File: src/rtl/nshape_pkg.sv
package nshape_pkg;
   localparam int LEVEL_COUNT = 17;
   localparam int MID_LEVEL   = 8;
   localparam int IDX_W       = 5;

   typedef logic [IDX_W-1:0] level_t;

   function automatic int step_shift(input int in_w);
      return in_w - 4;
   endfunction

   function automatic int err_width(input int in_w, input int err_steps);
      return $clog2(err_steps) + step_shift(in_w) + 2;
   endfunction

   function automatic int work_width(input int in_w, input int err_steps);
      int w;
      w = (in_w > err_width(in_w, err_steps)) ? in_w : err_width(in_w, err_steps);
      return w + 3;
   endfunction
endpackage

File: src/rtl/nshape_lfsr.sv
module nshape_lfsr #(
   parameter int           W     = 16,
   parameter int           OUT_W = 8,
   parameter logic [W-1:0] SEED  = 16'hACE1,
   parameter logic [W-1:0] TAPS  = 16'hB400
) (
   input  logic             clk,
   input  logic             rst_n,
   input  logic             adv,
   output logic [OUT_W-1:0] word
);
   logic [W-1:0] state;

   if (OUT_W > W) begin : g_bad_out
      $error("nshape_lfsr: OUT_W must not exceed W");
   end

   always_ff @(posedge clk or negedge rst_n) begin
      if (!rst_n) begin
         state <= SEED;
      end else if (adv) begin
         state <= (state >> 1) ^ (state[0] ? TAPS : '0);
      end
   end

   assign word = state[OUT_W-1:0];
endmodule

File: src/rtl/nshape_dither.sv
module nshape_dither #(
   parameter int                STEP_SH    = 12,
   parameter int                DW         = 8,
   parameter int                LW         = 16,
   parameter logic [LW-1:0]     SEED_A     = 16'hACE1,
   parameter logic [LW-1:0]     SEED_B     = 16'h1D87,
   parameter logic [LW-1:0]     TAPS       = 16'hB400,
   parameter bit                HAS_DITHER = 1'b1
) (
   input  logic                      clk,
   input  logic                      rst_n,
   input  logic                      adv,
   input  logic                      on,
   output logic signed [STEP_SH+1:0] dith
);
   localparam int SCALE_SH = STEP_SH - DW;

   if (DW < 2 || DW > STEP_SH) begin : g_bad_dw
      $error("nshape_dither: DW must lie in 2..STEP_SH");
   end

   if (HAS_DITHER) begin : g_tpdf
      localparam logic [LW-1:0] SEEDS [2] = '{SEED_A, SEED_B};
      logic signed [STEP_SH+1:0] uni [2];

      for (genvar k = 0; k < 2; k++) begin : g_src
         logic [DW-1:0]        raw;
         logic signed [DW-1:0] centred;

         nshape_lfsr #(
            .W    (LW),
            .OUT_W(DW),
            .SEED (SEEDS[k]),
            .TAPS (TAPS)
         ) i_lfsr (
            .clk  (clk),
            .rst_n(rst_n),
            .adv  (adv),
            .word (raw)
         );

         // offset binary to two's complement: range -2^(DW-1) .. 2^(DW-1)-1
         assign centred = {~raw[DW-1], raw[DW-2:0]};
         assign uni[k]  = (STEP_SH+2)'(centred) <<< SCALE_SH;
      end

      assign dith = on ? (uni[0] + uni[1]) : '0;
   end else begin : g_flat
      assign dith = '0;
   end
endmodule

File: src/rtl/nshape_loop.sv
module nshape_loop
   import nshape_pkg::*;
#(
   parameter int IN_W      = 16,
   parameter int ERR_STEPS = 4,
   parameter int STEP_SH   = step_shift(IN_W),
   parameter int EW        = err_width(IN_W, ERR_STEPS)
) (
   input  logic                      clk,
   input  logic                      rst_n,
   input  logic                      en,
   input  logic signed [IN_W-1:0]    x,
   input  logic signed [STEP_SH+1:0] dith,
   output level_t                    idx,
   output logic signed [EW-1:0]      err_state
);
   localparam int XW = work_width(IN_W, ERR_STEPS);
   localparam logic signed [XW-1:0] HALF  = XW'(1) <<< (STEP_SH - 1);
   localparam logic signed [XW-1:0] ELIM  = XW'(ERR_STEPS) <<< STEP_SH;
   localparam logic signed [XW-1:0] TOP   = XW'(LEVEL_COUNT - 1);
   localparam logic signed [XW-1:0] MID   = XW'(MID_LEVEL);

   logic signed [EW-1:0] e1, e2, e_sat;
   logic signed [XW-1:0] u, v, q_raw, t, t_clamp, y, e_new;
   level_t               idx_n;

   always_comb begin
      u       = XW'(x) - (XW'(e1) <<< 1) + XW'(e2);
      v       = u + XW'(dith);
      q_raw   = (v + HALF) >>> STEP_SH;
      t       = q_raw + MID;
      if (t > TOP) begin
         t_clamp = TOP;
      end else if (t < 0) begin
         t_clamp = '0;
      end else begin
         t_clamp = t;
      end
      idx_n   = t_clamp[IDX_W-1:0];
      y       = (t_clamp - MID) <<< STEP_SH;
      e_new   = y - u;
      if (e_new > ELIM) begin
         e_sat = ELIM[EW-1:0];
      end else if (e_new < -ELIM) begin
         e_sat = -ELIM[EW-1:0];
      end else begin
         e_sat = e_new[EW-1:0];
      end
   end

   always_ff @(posedge clk or negedge rst_n) begin
      if (!rst_n) begin
         e1  <= '0;
         e2  <= '0;
         idx <= level_t'(MID_LEVEL);
      end else if (en) begin
         e2  <= e1;
         e1  <= e_sat;
         idx <= idx_n;
      end
   end

   assign err_state = e1;
endmodule

File: src/rtl/nshape_mod17.sv
module nshape_mod17
   import nshape_pkg::*;
#(
   parameter int                  IN_W       = 16,
   parameter int                  DITHER_W   = 8,
   parameter int                  LFSR_W     = 16,
   parameter logic [LFSR_W-1:0]   SEED_A     = 16'hACE1,
   parameter logic [LFSR_W-1:0]   SEED_B     = 16'h1D87,
   parameter logic [LFSR_W-1:0]   LFSR_TAPS  = 16'hB400,
   parameter int                  ERR_STEPS  = 4,
   parameter bit                  HAS_DITHER = 1'b1
) (
   input  logic                   clk,
   input  logic                   rst_n,
   input  logic                   en,
   input  logic                   dither_on,
   input  logic signed [IN_W-1:0] pcm_in,
   output logic [4:0]             level_idx
);
   localparam int STEP_SH = step_shift(IN_W);
   localparam int EW      = err_width(IN_W, ERR_STEPS);

   if (IN_W < 8) begin : g_bad_in_w
      $error("nshape_mod17: IN_W must be at least 8");
   end
   if (ERR_STEPS < 2) begin : g_bad_err
      $error("nshape_mod17: ERR_STEPS must be at least 2");
   end
   if (SEED_A == '0 || SEED_B == '0 || SEED_A == SEED_B) begin : g_bad_seed
      $error("nshape_mod17: seeds must be nonzero and distinct");
   end

   logic signed [STEP_SH+1:0] dith_w;
   logic signed [EW-1:0]      err_w;
   level_t                    idx_w;

   nshape_dither #(
      .STEP_SH   (STEP_SH),
      .DW        (DITHER_W),
      .LW        (LFSR_W),
      .SEED_A    (SEED_A),
      .SEED_B    (SEED_B),
      .TAPS      (LFSR_TAPS),
      .HAS_DITHER(HAS_DITHER)
   ) i_dither (
      .clk  (clk),
      .rst_n(rst_n),
      .adv  (en),
      .on   (dither_on),
      .dith (dith_w)
   );

   nshape_loop #(
      .IN_W     (IN_W),
      .ERR_STEPS(ERR_STEPS)
   ) i_loop (
      .clk      (clk),
      .rst_n    (rst_n),
      .en       (en),
      .x        (pcm_in),
      .dith     (dith_w),
      .idx      (idx_w),
      .err_state(err_w)
   );

   assign level_idx = idx_w;
endmodule

File: config.mk
export PLATFORM = sky130hd
export DESIGN_NAME = nshape_mod17
export DESIGN_NICKNAME = d
export VERILOG_FILES = /design/src/rtl/nshape_pkg.sv /design/src/rtl/nshape_lfsr.sv /design/src/rtl/nshape_dither.sv /design/src/rtl/nshape_loop.sv /design/src/rtl/nshape_mod17.sv
export SDC_FILE = /design/constraint.sdc
export NUM_CORES = 1
export LEC_CHECK = 0
export BUFFER_PORTS_ARGS = -buffer_cell sky130_fd_sc_hd__buf_2
export CAP_MARGIN = 25
export CELL_PAD_IN_SITES_DETAIL_PLACEMENT = 2
export CELL_PAD_IN_SITES_GLOBAL_PLACEMENT = 2
export CORE_ASPECT_RATIO = 1.75
export CORE_MARGIN = 2
export CORE_UTILIZATION = 43
export DETAILED_ROUTE_END_ITERATION = 10
export GPL_TIMING_DRIVEN = 0
export PLACE_DENSITY_LB_ADDON = 0.1
export SLEW_MARGIN = 20
export SYNTH_ARGS = -nofsm -noshare
export SYNTH_HDL_FRONTEND = slang
export SYNTH_SLANG_ARGS = --single-unit
File: constraint.sdc
create_clock -name clk -period 18.8 [get_ports clk]
set_clock_uncertainty 0.05 [all_clocks]
set_input_delay 0 -clock clk [delete_from_list [all_inputs] [get_ports clk]]
set_output_delay 0 -clock clk [all_outputs]
set_load 0.005 [all_outputs]
# [Yosys cells after proc, flatten, opt, wreduce, memory -nomap -nowiden]
# Index checks and enable logic that the tools add are counted.
[totals] register_bits=69 inputBits=20 output_inout_bits=5 elab_cells=28
[classes] add_sub_neg=8 magnitude_cmp=4 muxes=7 n_bitwise=4
[ops] cell="16-bit two-way mux" n=4
[ops] cell="15-bit by 16-bit XOR with 16-bit output" n=2
[ops] cell="18-bit by 16-bit adder with 19-bit output" n=1
[ops] cell="19-bit by 13-bit adder with 19-bit output, second input constant" n=1
[ops] cell="19-bit by 14-bit adder with 19-bit output" n=1
[ops] cell="19-bit by 16-bit greater-than comparator with 1-bit output, second input constant" n=1
[ops] cell="19-bit by 15-bit less-than comparator with 1-bit output, second input constant" n=1
[ops] cell="19-bit subtractor" n=1
[ops] cell="16-bit by 17-bit subtractor with 18-bit output" n=1
[ops] cell="14-bit two-way mux" n=1
[ops] cell="7-bit two-way mux" n=2
[ops] cell="12-bit by 12-bit adder with 13-bit output" n=1
[ops] cell="7-bit by 5-bit adder with 8-bit output, second input constant" n=1
[ops] cell="8-bit by 6-bit greater-than comparator with 1-bit output, second input constant" n=1
[ops] cell="8-bit by 1-bit less-than comparator with 1-bit output, second input constant" n=1
[ops] cell="7-bit by 5-bit subtractor with 7-bit output, second input constant" n=1
[ops] cell="1-bit inverter" n=2

# [Logic depth before layout (Yosys ltp)]
# Gate-level depths: netlist of the first run.
[logic_depth] depth_word=14 mapped_depth=43 ltp_nobuf=40

# [Modules after synthesis]
# Synthesis of the first run repeated with hierarchy kept, for this count alone.
[hier_totals] hier_cells=685 hier_area_um2=6575.1
[modules_own_cells] module="nshape_loop" instances=1 cells_per_inst=534 area_per_inst_um2=4709.5 seq_area_each_um2=927.1
[modules_own_cells] module="nshape_lfsr" instances=2 cells_per_inst=48 area_per_inst_um2=715.7 seq_area_each_um2=410.4
[modules_own_cells] module="nshape_dither" instances=1 cells_per_inst=55 area_per_inst_um2=434.2 seq_area_each_um2=0.0

# [Worst setup path before layout of the first run]
# No wires, ideal clock.
[synth_timing] path_type="flip-flop to flip-flop" from="register i_loop.e1[2], in the netlist i_loop.err_state[2]" to="register i_loop.e1[10], in the netlist i_loop.err_state[10]" setup_time_ns=0.126 t_arrival_ns=7.770 t_required_ns=18.624 setup_slack_ns=10.854 path_stages_with_launch=39 path_buffers=3 synth_period_minus_slack_ns=7.946 cell_sequence="dfrtp_1 fa_1 inv_1 ha_1 or3_1 o221a_2 a211o_1 a21oi_1 o21bai_1 a21oi_1 o21ai_0 a21oi_1 xnor2_1 ha_1 ha_1 a21oi_1 o21ai_0 or3_1 (+3 left out) ha_1 o21bai_1 o21ai_0 mux2i_1 a21oi_1 and3_1 ha_1 inv_1 or4_1 o21ai_2 a221oi_2 xnor2_1 and4_4 buf_6 or2_0 buf_2 buf_6 a221o_1"
[synth_between] elab_chain_cells=13 elab_cells_between_ends=15 cone_classes="7 x add/sub; 4 x order compare; 4 x mux"
[synth_lines] item="from (decl)" line="nshape_loop.sv:23" source="logic signed [EW-1:0] e1, e2, e_sat;"
[synth_lines] item="from (signal assigned)" line="nshape_loop.sv:58" source="e1 <= e_sat;"
[synth_lines] item="16-bit by 17-bit subtractor with 18-bit output (*)" line="nshape_loop.sv:28" source="u = XW'(x) - (XW'(e1) <<< 1) + XW'(e2);"
[synth_lines] item="18-bit by 16-bit adder with 19-bit output (*)" line="nshape_loop.sv:28"
[synth_lines] item="19-bit by 14-bit adder with 19-bit output (*)" line="nshape_loop.sv:29" source="v = u + XW'(dith);"
[synth_lines] item="19-bit by 13-bit adder with 19-bit output (*)" line="nshape_loop.sv:30" source="q_raw = (v + HALF) >>> STEP_SH;"
[synth_lines] item="7-bit by 5-bit adder with 8-bit output (*)" line="nshape_loop.sv:31" source="t = q_raw + MID;"
[synth_lines] item="8-bit by 1-bit less-than comparator with 1-bit output" line="nshape_loop.sv:34" source="end else if (t < 0) begin"
[synth_lines] item="7-bit two-way mux" line="nshape_loop.sv:34"
[synth_lines] item="7-bit two-way mux (*)" line="nshape_loop.sv:32" source="if (t > TOP) begin"
[synth_lines] item="net i_loop.t_clamp[1]" line="nshape_loop.sv:24" source="logic signed [XW-1:0] u, v, q_raw, t, t_clamp, y, e_new;"
[synth_lines] item="7-bit by 5-bit subtractor with 7-bit output (*)" line="nshape_loop.sv:40" source="y = (t_clamp - MID) <<< STEP_SH;"
[synth_lines] item="19-bit subtractor (*)" line="nshape_loop.sv:41" source="e_new = y - u;"
[synth_lines] item="19-bit by 15-bit less-than comparator with 1-bit output" line="nshape_loop.sv:44" source="end else if (e_new < -ELIM) begin"
[synth_lines] item="16-bit two-way mux" line="nshape_loop.sv:44"
[synth_lines] item="16-bit two-way mux (*)" line="nshape_loop.sv:42" source="if (e_new > ELIM) begin"
# The timed path passes the listed nets; every way through them passes the cells marked *.
# A chain may end at the register's enable or synchronous reset.

# [Worst setup path in the final report of the first run]
[layout_timing] from="register i_loop.e1[3], in the netlist i_loop.err_state[3]" to="register i_loop.e1[1], in the netlist i_loop.err_state[1]"
# Same word-level chain as after synthesis.

==> results of run 1 <==
-- logic make-up after synthesis --
logic type	count (synthesis)	share of synthesized area (%)
AND/OR/NAND/NOR	195	16.66
AO/OA/AOI/OAI	178	20.46
buffers and inverters	110	6.852
adder cells (fa/ha/maj)	78	17.37
flip-flops	69	27.51
XOR/XNOR	36	5.375
multiplexers	33	5.788
-- cell usage after synthesis, types with 6 or more instances --
cell | count | area share [%]
nor4_1 | 14 | 1.4
nand2_1 | 40 | 2.4
nand4_1 | 7 | 0.69
o21bai_1 | 6 | 0.71
nor2_1 | 36 | 2.1
and2_1 | 6 | 0.59
o21a_1 | 6 | 0.71
clkbuf_1 | 19 | 1.1
a21o_1 | 13 | 1.5
nor3_1 | 17 | 1.3
buf_2 | 6 | 0.47
a21oi_1 | 41 | 3.2
inv_1 | 79 | 4.7
fa_1 | 17 | 5.4
dfstp_2 | 17 | 7.0
o21ai_0 | 34 | 2.7
xnor2_1 | 23 | 3.2
dfrtp_1 | 52 | 20
nor2b_1 | 7 | 0.69
nand3_1 | 14 | 1.1
or3_1 | 12 | 1.2
a211oi_1 | 9 | 1.1
xor2_1 | 11 | 1.5
mux2_2 | 30 | 5.3
a221o_1 | 12 | 1.9
ha_1 | 61 | 12
-- per-layer routing --
layer,track usage [%],routed length (µm)
met2,58.11,12790
met5,0,0
met4,21.75,1832
met1,31.28,7998
met3,4.106,591
-- worst register-to-register path, delay by kind of cell (launching register included) --
family          cells  cell delay [ns]
compound gates     14             3.92
fa+ha+maj           6             1.94
simple gates        9             1.85
buf+inv             6             1.13
flops               1             0.49
xor+xnor            2             0.45
mux                 1             0.11
-- repair_timing --
action,CTS,global route
hold buffers,1,0
endpoints found under the hold margin,40,0
setup buffers,0,0
-- cell type report --
class | instances | area, µm² | area share (%)
multi-input cells | 520 | 4172 | 59.10
flip-flops and latches | 69 | 1748 | 24.77
inverters | 80 | 300.3 | 4.255
clock buffers | 9 | 225.2 | 3.191
well taps | 180 | 225.2 | 3.191
repair buffers | 25 | 147.6 | 2.092
plain buffers | 30 | 135.1 | 1.915
clock inverters | 7 | 105.1 | 1.489
-- metrics by stage --
| stage | cell area, µm² | utilization, % | std cells |
|---|---|---|---|
| after floorplan | 6355 | - | 699 |
| after global placement | 6695 | 46.36 | 902 |
| after detailed placement | 6718 | 46.52 | 903 |
| after CTS | 7058 | 48.87 | 920 |
| after global routing | 7058 | 48.87 | 920 |
| final | 7058 | 48.87 | 920 |
-- flip-flops by register name (all words and copies together) (netlist names) --
register / flops
i_loop.idx: 5
i_dither.g_tpdf.g_src.i_lfsr.state: 32
i_loop.e2: 16
i_loop.err_state: 16
-- worst paths after layout --
path | startpoint | end | slack (ns) | cells after the start
max | i_loop.err_state[3] | i_loop.err_state[1] | 8.71 | 38
min | rst_n | i_loop.e2[2] | 0.11 | 2
max reg2reg | i_loop.err_state[3] | i_loop.err_state[1] | 8.71 | 38
min reg2reg | i_dither.g_tpdf.g_src[1].i_lfsr.state[10] | i_dither.g_tpdf.g_src[1].i_lfsr.state[10] | 0.45 | 2
max in group asynchronous | rst_n | i_loop.idx[3] | 17.95 | 3
min in group clk | en | i_loop.idx[1] | 0.18 | 3
==> impl_metrics.env, run 1 <==
export IMPL_num_antenna_cells=0
export IMPL_rsz0062_at_grt="false"
export IMPL_route_detailed_drc=0
export IMPL_synth_seq_cells=69
export IMPL_drv_slew=0
export IMPL_synthFlopType="dfrtp_1"
export IMPL_die_x_um=95.90
export IMPL_track_usage_pct=31.39
export IMPL_post_place_ws_ns=8.960
export IMPL_cp_required_ns=18.97
export IMPL_slowest_stage="fa_1"
export IMPL_initial_utilization_pct=44.00
export IMPL_drt_initial_drc_count=162
export IMPL_worst_slack_ns=8.708
export IMPL_clock_sinks=69
export IMPL_fmax_mhz=99.09
export IMPL_grt_pass1_vias=6634
export IMPL_syn_inst=699
export IMPL_max_stage_delay_ns=0.67
export IMPL_max_clock_path_buffers=2
export IMPL_period_minus_slack_ns=10.09
export IMPL_cp_num_buf_inv=6
export IMPL_pin_count=25
export IMPL_fin_nets=833
export IMPL_portBuffers=23
export IMPL_fillCellCount=1602
export IMPL_numCtsBuffers=9
export IMPL_setup_tns_ns=0
export IMPL_insertion_delay_ns=0.35
export IMPL_postSynthNetCount=797
export IMPL_die_area_um2=15810
export IMPL_synth_distinct_cells=85
export IMPL_ant_nets=0
export IMPL_cp_end_kind="register"
export IMPL_drive_gt1_share_pct=16.89
export IMPL_ys_warn_count=0
export IMPL_post_route_period_util_pct=53.68
export IMPL_num_rows=58
export IMPL_post_cts_resized=0
export IMPL_first_pass_iters=4
export IMPL_hpwl_um=17620
export IMPL_mostFrequentLayoutCells="79 x inv_1, 61 x ha_1, 52 x dfrtp_1, 41 x a21oi_1, 40 x nand2_1"
export IMPL_vias=5757
export IMPL_grt_ovfl_total=0
export IMPL_globalplace_congestion=0.8565
export IMPL_die_h_um=164.8
export IMPL_cts_tree="built"
export IMPL_wire_per_inst_um=25.23
export IMPL_max_slew_margin_pct=32.24
export IMPL_grt_max_degree=39
export IMPL_cts_htree_levels=3
export IMPL_post_synth_cell_area_avg_um2=9.091
export IMPL_cp_data_arrival_time_ns=10.26
export IMPL_grt_pass1_wl_um=37060
export IMPL_startpoint_type="register"
export IMPL_core_area_um2=14440
export IMPL_setup_viol=0
export IMPL_finalHoldWorstSlack_ns=0.1065
export IMPL_synth_edf_count=0
export IMPL_via_per_inst=6.258
export IMPL_path_max_fanout=10
export IMPL_hold_viol=0
export IMPL_hp_class="in -> async"
export IMPL_async_reset_ff_share_pct=100.0
export IMPL_syn_to_final_growth_pct=11.07
export IMPL_final_common_cell="inv_1"
export IMPL_clkTransAtPathRegs_ns=0.07
export IMPL_path_class="reg -> reg"
export IMPL_antenna_found_initial=0
export IMPL_worstMarginPinSlew_ns=1.016
export IMPL_status="finished clean"
export IMPL_maxCapViolCount=0
export IMPL_routed_wl_um=23210
export IMPL_critical_path_top_delay_family="compound AO/OA/AOI/OAI gates"
export IMPL_cts_root_buf="clkbuf_16"
export IMPL_synthesis_area_um2=6355
export IMPL_synth_seq_area_share_pct=27.51
Power of run 1 is not shown: default switching activity piles up to over one toggle a cycle in this logic, so the estimate is an artifact.
==> inputs of run 2 (changes only) <==
--- a/config.mk
+++ b/config.mk
@@ -5,13 +5,14 @@
 export SDC_FILE = /design/constraint.sdc
 export NUM_CORES = 1
 export LEC_CHECK = 0
+export ABC_AREA = 1
 export BUFFER_PORTS_ARGS = -buffer_cell sky130_fd_sc_hd__buf_2
 export CAP_MARGIN = 25
 export CELL_PAD_IN_SITES_DETAIL_PLACEMENT = 2
 export CELL_PAD_IN_SITES_GLOBAL_PLACEMENT = 2
 export CORE_ASPECT_RATIO = 1.75
 export CORE_MARGIN = 2
-export CORE_UTILIZATION = 43
+export CORE_UTILIZATION = 33
 export DETAILED_ROUTE_END_ITERATION = 10
 export GPL_TIMING_DRIVEN = 0
 export PLACE_DENSITY_LB_ADDON = 0.1
==> constraint.sdc (replaced) <==
create_clock -name clk -period 8.9 [get_ports clk]
set_clock_uncertainty 0.05 [all_clocks]
set_input_delay 0 -clock clk [delete_from_list [all_inputs] [get_ports clk]]
set_output_delay 0 -clock clk [all_outputs]
set_load 0.005 [all_outputs]
==> impl_metrics.env, run 2 <==
export IMPL_cp_required_ns=9.13
export IMPL_reg2reg_depth=45
export IMPL_num_antenna_cells=0
export IMPL_max_clock_path_buffers=2
export IMPL_grt_pass1_vias=6923
export IMPL_worst_slack_ns=1.049
export IMPL_globalplace_congestion=0.8335
export IMPL_cp_end_kind="register"
export IMPL_max_slew_margin_pct=51.92
export IMPL_status="finished clean"
export IMPL_path_class="reg -> reg"
export IMPL_final_common_cell="nand2_1"
export IMPL_max_stage_delay_ns=0.57
export IMPL_clkTransAtPathRegs_ns=0.06
export IMPL_synth_seq_area_share_pct=26.41
export IMPL_period_minus_slack_ns=7.851
export IMPL_insertion_delay_ns=0.35
export IMPL_max_flop_register="i_dither.g_tpdf.g_src.i_lfsr.state"
export IMPL_initial_utilization_pct=33.53
export IMPL_synth_edf_count=0
export IMPL_yosys_area_top_type="dfrtp_1"
export IMPL_die_x_um=111.0
export IMPL_drive_gt1_share_pct=12.70
export IMPL_wire_per_inst_um=18.28
export IMPL_vias=6250
export IMPL_die_h_um=191.3
export IMPL_synth_top_area_share_pct=19.66
export IMPL_grt_max_degree=48
export IMPL_cp_data_arrival_time_ns=8.08
export IMPL_fmax_mhz=127.4
export IMPL_drt_initial_drc_count=136
export IMPL_core_area_um2=19740
export IMPL_route_detailed_drc=0
export IMPL_synth_seq_cells=69
export IMPL_first_pass_iters=4
export IMPL_post_route_period_util_pct=88.21
export IMPL_async_reset_ff_share_pct=100.0
export IMPL_cts_tree="built"
export IMPL_path_max_fanout=10
export IMPL_ys_warn_count=0
export IMPL_synth_distinct_cells=47
export IMPL_syn_inst=952
export IMPL_startpoint_type="register"
export IMPL_syn_to_final_growth_pct=11.36
export IMPL_portBuffers=22
export IMPL_rsz0062_at_grt="false"
export IMPL_synthTopCellsByCount="297 x nand2_1, 155 x inv_1, 61 x ha_1, 53 x o21ai_0, 52 x dfrtp_1"
export IMPL_pin_count=25
export IMPL_setup_viol=0
export IMPL_via_per_inst=5.053
export IMPL_track_usage_pct=22.21
export IMPL_hp_class="in -> reg"
export IMPL_post_synth_cell_area_avg_um2=6.951
export IMPL_maxCapViolCount=0
export IMPL_yosysMostFrequentCell="nand2_1"
export IMPL_hpwl_um=19060
export IMPL_synthesis_area_um2=6618
export IMPL_postSynthNetCount=1050
export IMPL_cts_root_buf="clkbuf_16"
export IMPL_clock_sinks=69
export IMPL_largest_reg_flops=32
export IMPL_grt_pass1_wl_um=36670
export IMPL_slowest_stage="fa_1"
export IMPL_grt_ovfl_total=0
export IMPL_ant_nets=0
export IMPL_synthFlopType="dfrtp_1"
export IMPL_fin_nets=1085
export IMPL_post_cts_resized=0
export IMPL_post_place_ws_ns=0.9497
export IMPL_numCtsBuffers=9
export IMPL_whs_path_depth=3
export IMPL_hold_viol=0
export IMPL_antenna_found_initial=0
export IMPL_setup_tns_ns=0
export IMPL_mostFrequentLayoutCells="297 x nand2_1, 155 x inv_1, 61 x ha_1, 53 x o21ai_0, 52 x dfrtp_1"
export IMPL_worstMarginPinSlew_ns=0.7212
export IMPL_die_area_um2=21250
export IMPL_num_rows=68
export IMPL_cts_htree_levels=3
export IMPL_synth_area_leaders="dfrtp_1 20%, nand2_1 17%, ha_1 12%"
export IMPL_timing_critical_path_mode_cell="nand2_1"
export IMPL_routed_wl_um=22610
export IMPL_drv_slew=0
run 2: final timing paths:
kind | to | startpoint | slack, ns
max | i_loop.err_state[13] | i_loop.err_state[3] | 1.05
min | i_dither.g_tpdf.g_src[0].i_lfsr.state[7] | en | 0.006
max reg2reg | i_loop.err_state[13] | i_loop.err_state[3] | 1.05
min reg2reg | i_dither.g_tpdf.g_src[0].i_lfsr.state[9] | i_dither.g_tpdf.g_src[0].i_lfsr.state[9] | 0.43
max in group asynchronous | i_dither.g_tpdf.g_src[0].i_lfsr.state[0] | rst_n | 8.12
min in group asynchronous | i_loop.err_state[7] | rst_n | 0.06
run 2: worst max-delay path, delay by kind of cell, from the launching register on:
family          cells  cell delay, ns
compound gates      7            1.45
xor+xnor            2            0.45
fa+ha+maj           6            2.28
buf+inv             6            0.59
flops               1            0.43
simple gates       24            2.53
run 2: layout make-up:
class | instances | area [µm²]
well taps | 245 | 306.5
multi-input cells | 701 | 4133
inverters | 160 | 603.1
flip-flops and latches | 69 | 1748
clock inverters | 4 | 48.80
repair buffers | 24 | 150.1
plain buffers | 22 | 133.9
fillers | 2444 | 12370
clock buffers | 12 | 246.5
run 2: per-layer routing:
| layer | track usage (%) | vias to the layer above | routed length [µm] |
|---|---|---|---|
| met3 | 1.744 | 32 | 208 |
| met1 | 23.58 | 3084 | 8709 |
| li1 | - | 3084 | - |
| met5 | 0 | - | 0 |
| met2 | 45.23 | 50 | 13030 |
| met4 | 7.645 | 0 | 657 |
run 2: cell families (layout without fill, tap and decap cells):
| kind of cell | after synthesis | after routing | share of synthesized area [%] |
|---|---|---|---|
| simple gates | 500 | 500 | 34.73 |
| compound gates | 106 | 106 | 8.792 |
| buf+inv | 182 | 222 | 11.14 |
| xor+xnor | 17 | 17 | 2.250 |
| flops | 69 | 69 | 26.41 |
| fa+ha+maj | 78 | 78 | 16.68 |
run 2: timing repair:
| item | CTS | global route |
|---|---|---|
| setup buffers | 0 | 0 |
| hold buffers | 1 | 0 |
| hold endpoints to repair | 59 | 0 |
run 2: through the flow:
stage | std cells | hold slack, ns | util, % | instance area, µm²
after floorplan | 952 | -0.3456 | - | 6618
after global placement | 1219 | 0.3603 | 35.64 | 7034
after detailed placement | 1220 | -0.1226 | 35.79 | 7064
after CTS | 1237 | 0.006842 | 37.34 | 7370
after global routing | 1237 | 0.04051 | 37.34 | 7370
final | 1237 | 0.006037 | 37.34 | 7370
Power of run 2 is left out for the same reason.
==> inputs of run 3 (changes only) <==
--- a/config.mk
+++ b/config.mk
@@ -5,14 +5,13 @@
 export SDC_FILE = /design/constraint.sdc
 export NUM_CORES = 1
 export LEC_CHECK = 0
-export ABC_AREA = 1
 export BUFFER_PORTS_ARGS = -buffer_cell sky130_fd_sc_hd__buf_2
 export CAP_MARGIN = 25
 export CELL_PAD_IN_SITES_DETAIL_PLACEMENT = 2
 export CELL_PAD_IN_SITES_GLOBAL_PLACEMENT = 2
 export CORE_ASPECT_RATIO = 1.75
 export CORE_MARGIN = 2
-export CORE_UTILIZATION = 33
+export CORE_UTILIZATION = 36
 export DETAILED_ROUTE_END_ITERATION = 10
 export GPL_TIMING_DRIVEN = 0
 export PLACE_DENSITY_LB_ADDON = 0.1
@@ -20,3 +19,4 @@
 export SYNTH_ARGS = -nofsm -noshare
 export SYNTH_HDL_FRONTEND = slang
 export SYNTH_SLANG_ARGS = --single-unit
+export TNS_END_PERCENT = 5
==> impl_metrics.env, run 3 (synthesized netlist as in run 1, its figures left out) <==
export IMPL_path_max_fanout=10
export IMPL_reg2reg_depth=36
export IMPL_largest_reg_flops=32
export IMPL_slowest_stage="fa_2"
export IMPL_r2r_slack_ns=0.27
export IMPL_portBuffers=23
export IMPL_insertion_delay_ns=0.35
export IMPL_clkTransAtPathRegs_ns=0.06
export IMPL_num_antenna_cells=0
export IMPL_worst_slack_ns=0.2707
export IMPL_fin_nets=844
export IMPL_cts_tree="built"
export IMPL_cp_required_ns=9.08
export IMPL_max_slew_margin_pct=38.86
export IMPL_syn_to_final_growth_pct=17.64
export IMPL_die_x_um=104.4
export IMPL_die_area_um2=18770
export IMPL_route_detailed_drc=0
export IMPL_max_flop_register="i_dither.g_tpdf.g_src.i_lfsr.state"
export IMPL_via_per_inst=5.781
export IMPL_worstMarginPinSlew_ns=0.9171
export IMPL_fillCellCount=1929
export IMPL_grt_ovfl_total=0
export IMPL_grt_pass1_vias=6571
export IMPL_cp_data_arrival_time_ns=8.81
export IMPL_initial_utilization_pct=36.57
export IMPL_antenna_found_initial=0
export IMPL_seqCellArea_um2=1748
export IMPL_max_clock_path_buffers=2
export IMPL_r2r_start="i_loop.err_state[3]"
export IMPL_clock_sinks=69
export IMPL_multiInputGateArea_um2=4415
export IMPL_grt_max_degree=37
export IMPL_period_minus_slack_ns=8.629
export IMPL_routed_wl_um=22440
export IMPL_wire_per_inst_um=22.85
export IMPL_ant_nets=0
export IMPL_cp_end_kind="register"
export IMPL_fmax_mhz=115.9
export IMPL_drive_gt1_share_pct=24.37
export IMPL_num_rows=64
export IMPL_hpwl_um=17860
export IMPL_max_stage_delay_ns=0.59
export IMPL_maxCapViolCount=0
export IMPL_track_usage_pct=24.40
export IMPL_cts_htree_levels=3
export IMPL_drv_slew=0
export IMPL_drt_initial_drc_count=139
export IMPL_first_pass_iters=4
export IMPL_cts_root_buf="clkbuf_16"
export IMPL_core_area_um2=17380
export IMPL_globalplace_congestion=0.8892
export IMPL_die_h_um=179.8
export IMPL_path_class="reg -> reg"
export IMPL_post_place_ws_ns=-1.060
export IMPL_numCtsBuffers=9
export IMPL_vias=5677
export IMPL_final_common_cell="inv_1"
export IMPL_grt_pass1_wl_um=35580
export IMPL_setup_viol=0
export IMPL_post_route_period_util_pct=96.96
export IMPL_mostFrequentLayoutCells="79 x inv_1, 55 x ha_1, 52 x dfrtp_1, 39 x nand2_1, 35 x nor2_1"
export IMPL_startpoint_type="register"
export IMPL_reg2reg_to="i_loop.err_state[13]"
export IMPL_pin_count=25
export IMPL_status="finished clean"
export IMPL_design_area_um2=7476
export IMPL_hp_class="in -> async"
export IMPL_hold_viol=0
export IMPL_dpl_cell_area_um2=6782
## run 3: cell types whose count changed in the layout (fill, tap and decap cells not counted), moves of 12 or more
cell,change
a221o_1,+12
buf_4,+16
inv_1,-76
mux2_2,+30
nand2_1,-258
nand2_2,-31
nand3_1,-36
nand4_1,-24
o21ai_0,-24
## run 3: cell type report
cell class,count,share of cell area [%]
clock buffers,10,3.197
clock inverters,6,1.255
multi-input cells,520,59.06
repair buffers,41,3.582
plain buffers,25,1.640
flip-flops and latches,69,23.38
inverters,80,4.017
well taps,231,3.866
## run 3: worst max-delay path: cells and delay by family, from the launching register on
| family | cells | cell delay [ns] |
|---|---|---|
| compound gates | 14 | 3.01 |
| fa+ha+maj | 6 | 1.98 |
| simple gates | 5 | 1.58 |
| buf+inv | 9 | 1.08 |
| flops | 1 | 0.42 |
| mux | 1 | 0.21 |
| xor+xnor | 1 | 0.17 |
## run 3: what timing repair did
action                                  CTS  global route
gates cloned                              0             0
gates resized for setup                  27            30
hold endpoints to repair                 54             0
pin swaps                                 8             7
buffers inserted                          7             9
hold buffers                              1             0
endpoints found under the setup margin   16            16
## run 3: worst max path at each step
stage / from / end / slack, ns / depth (start not counted)
5_1_grt: i_loop.err_state[6] / i_loop.err_state[11] / -0.07 / 35
6_report: i_loop.err_state[3] / i_loop.err_state[13] / 0.27 / 36
3_5_place_dp: i_loop.err_state[3] / i_loop.err_state[10] / -1.06 / 38
3_3_place_gp: i_loop.err_state[3] / i_loop.err_state[11] / -0.69 / 38
2_1_floorplan: i_loop.err_state[2] / i_loop.err_state[10] / 0.95 / 38
4_1_cts: i_loop.err_state[6] / i_loop.err_state[3] / 0.006 / 35
## run 3: per-stage QoR
stage,setup TNS [ns],utilization [%],hold WS (ns),cells
finish,0,43.02,0.1086,982
floorplan,0,-,-0.3456,699
global placement,-9.210,38.90,0.3684,953
detailed placement,-15.23,39.03,-0.04344,954
CTS,0,41.87,0.1247,976
global route,-0.5446,43.02,0.1310,982
## run 3: routing by layer
metal  vias up  wire [µm]  track usage (%)
met2        95      12860            48.47
met5         -          0                0
met4         0       1426            13.73
li1       2624          -                -
met3        66        329            2.248
met1      2892       7828            23.95
Power of run 3 is left out for the same reason.
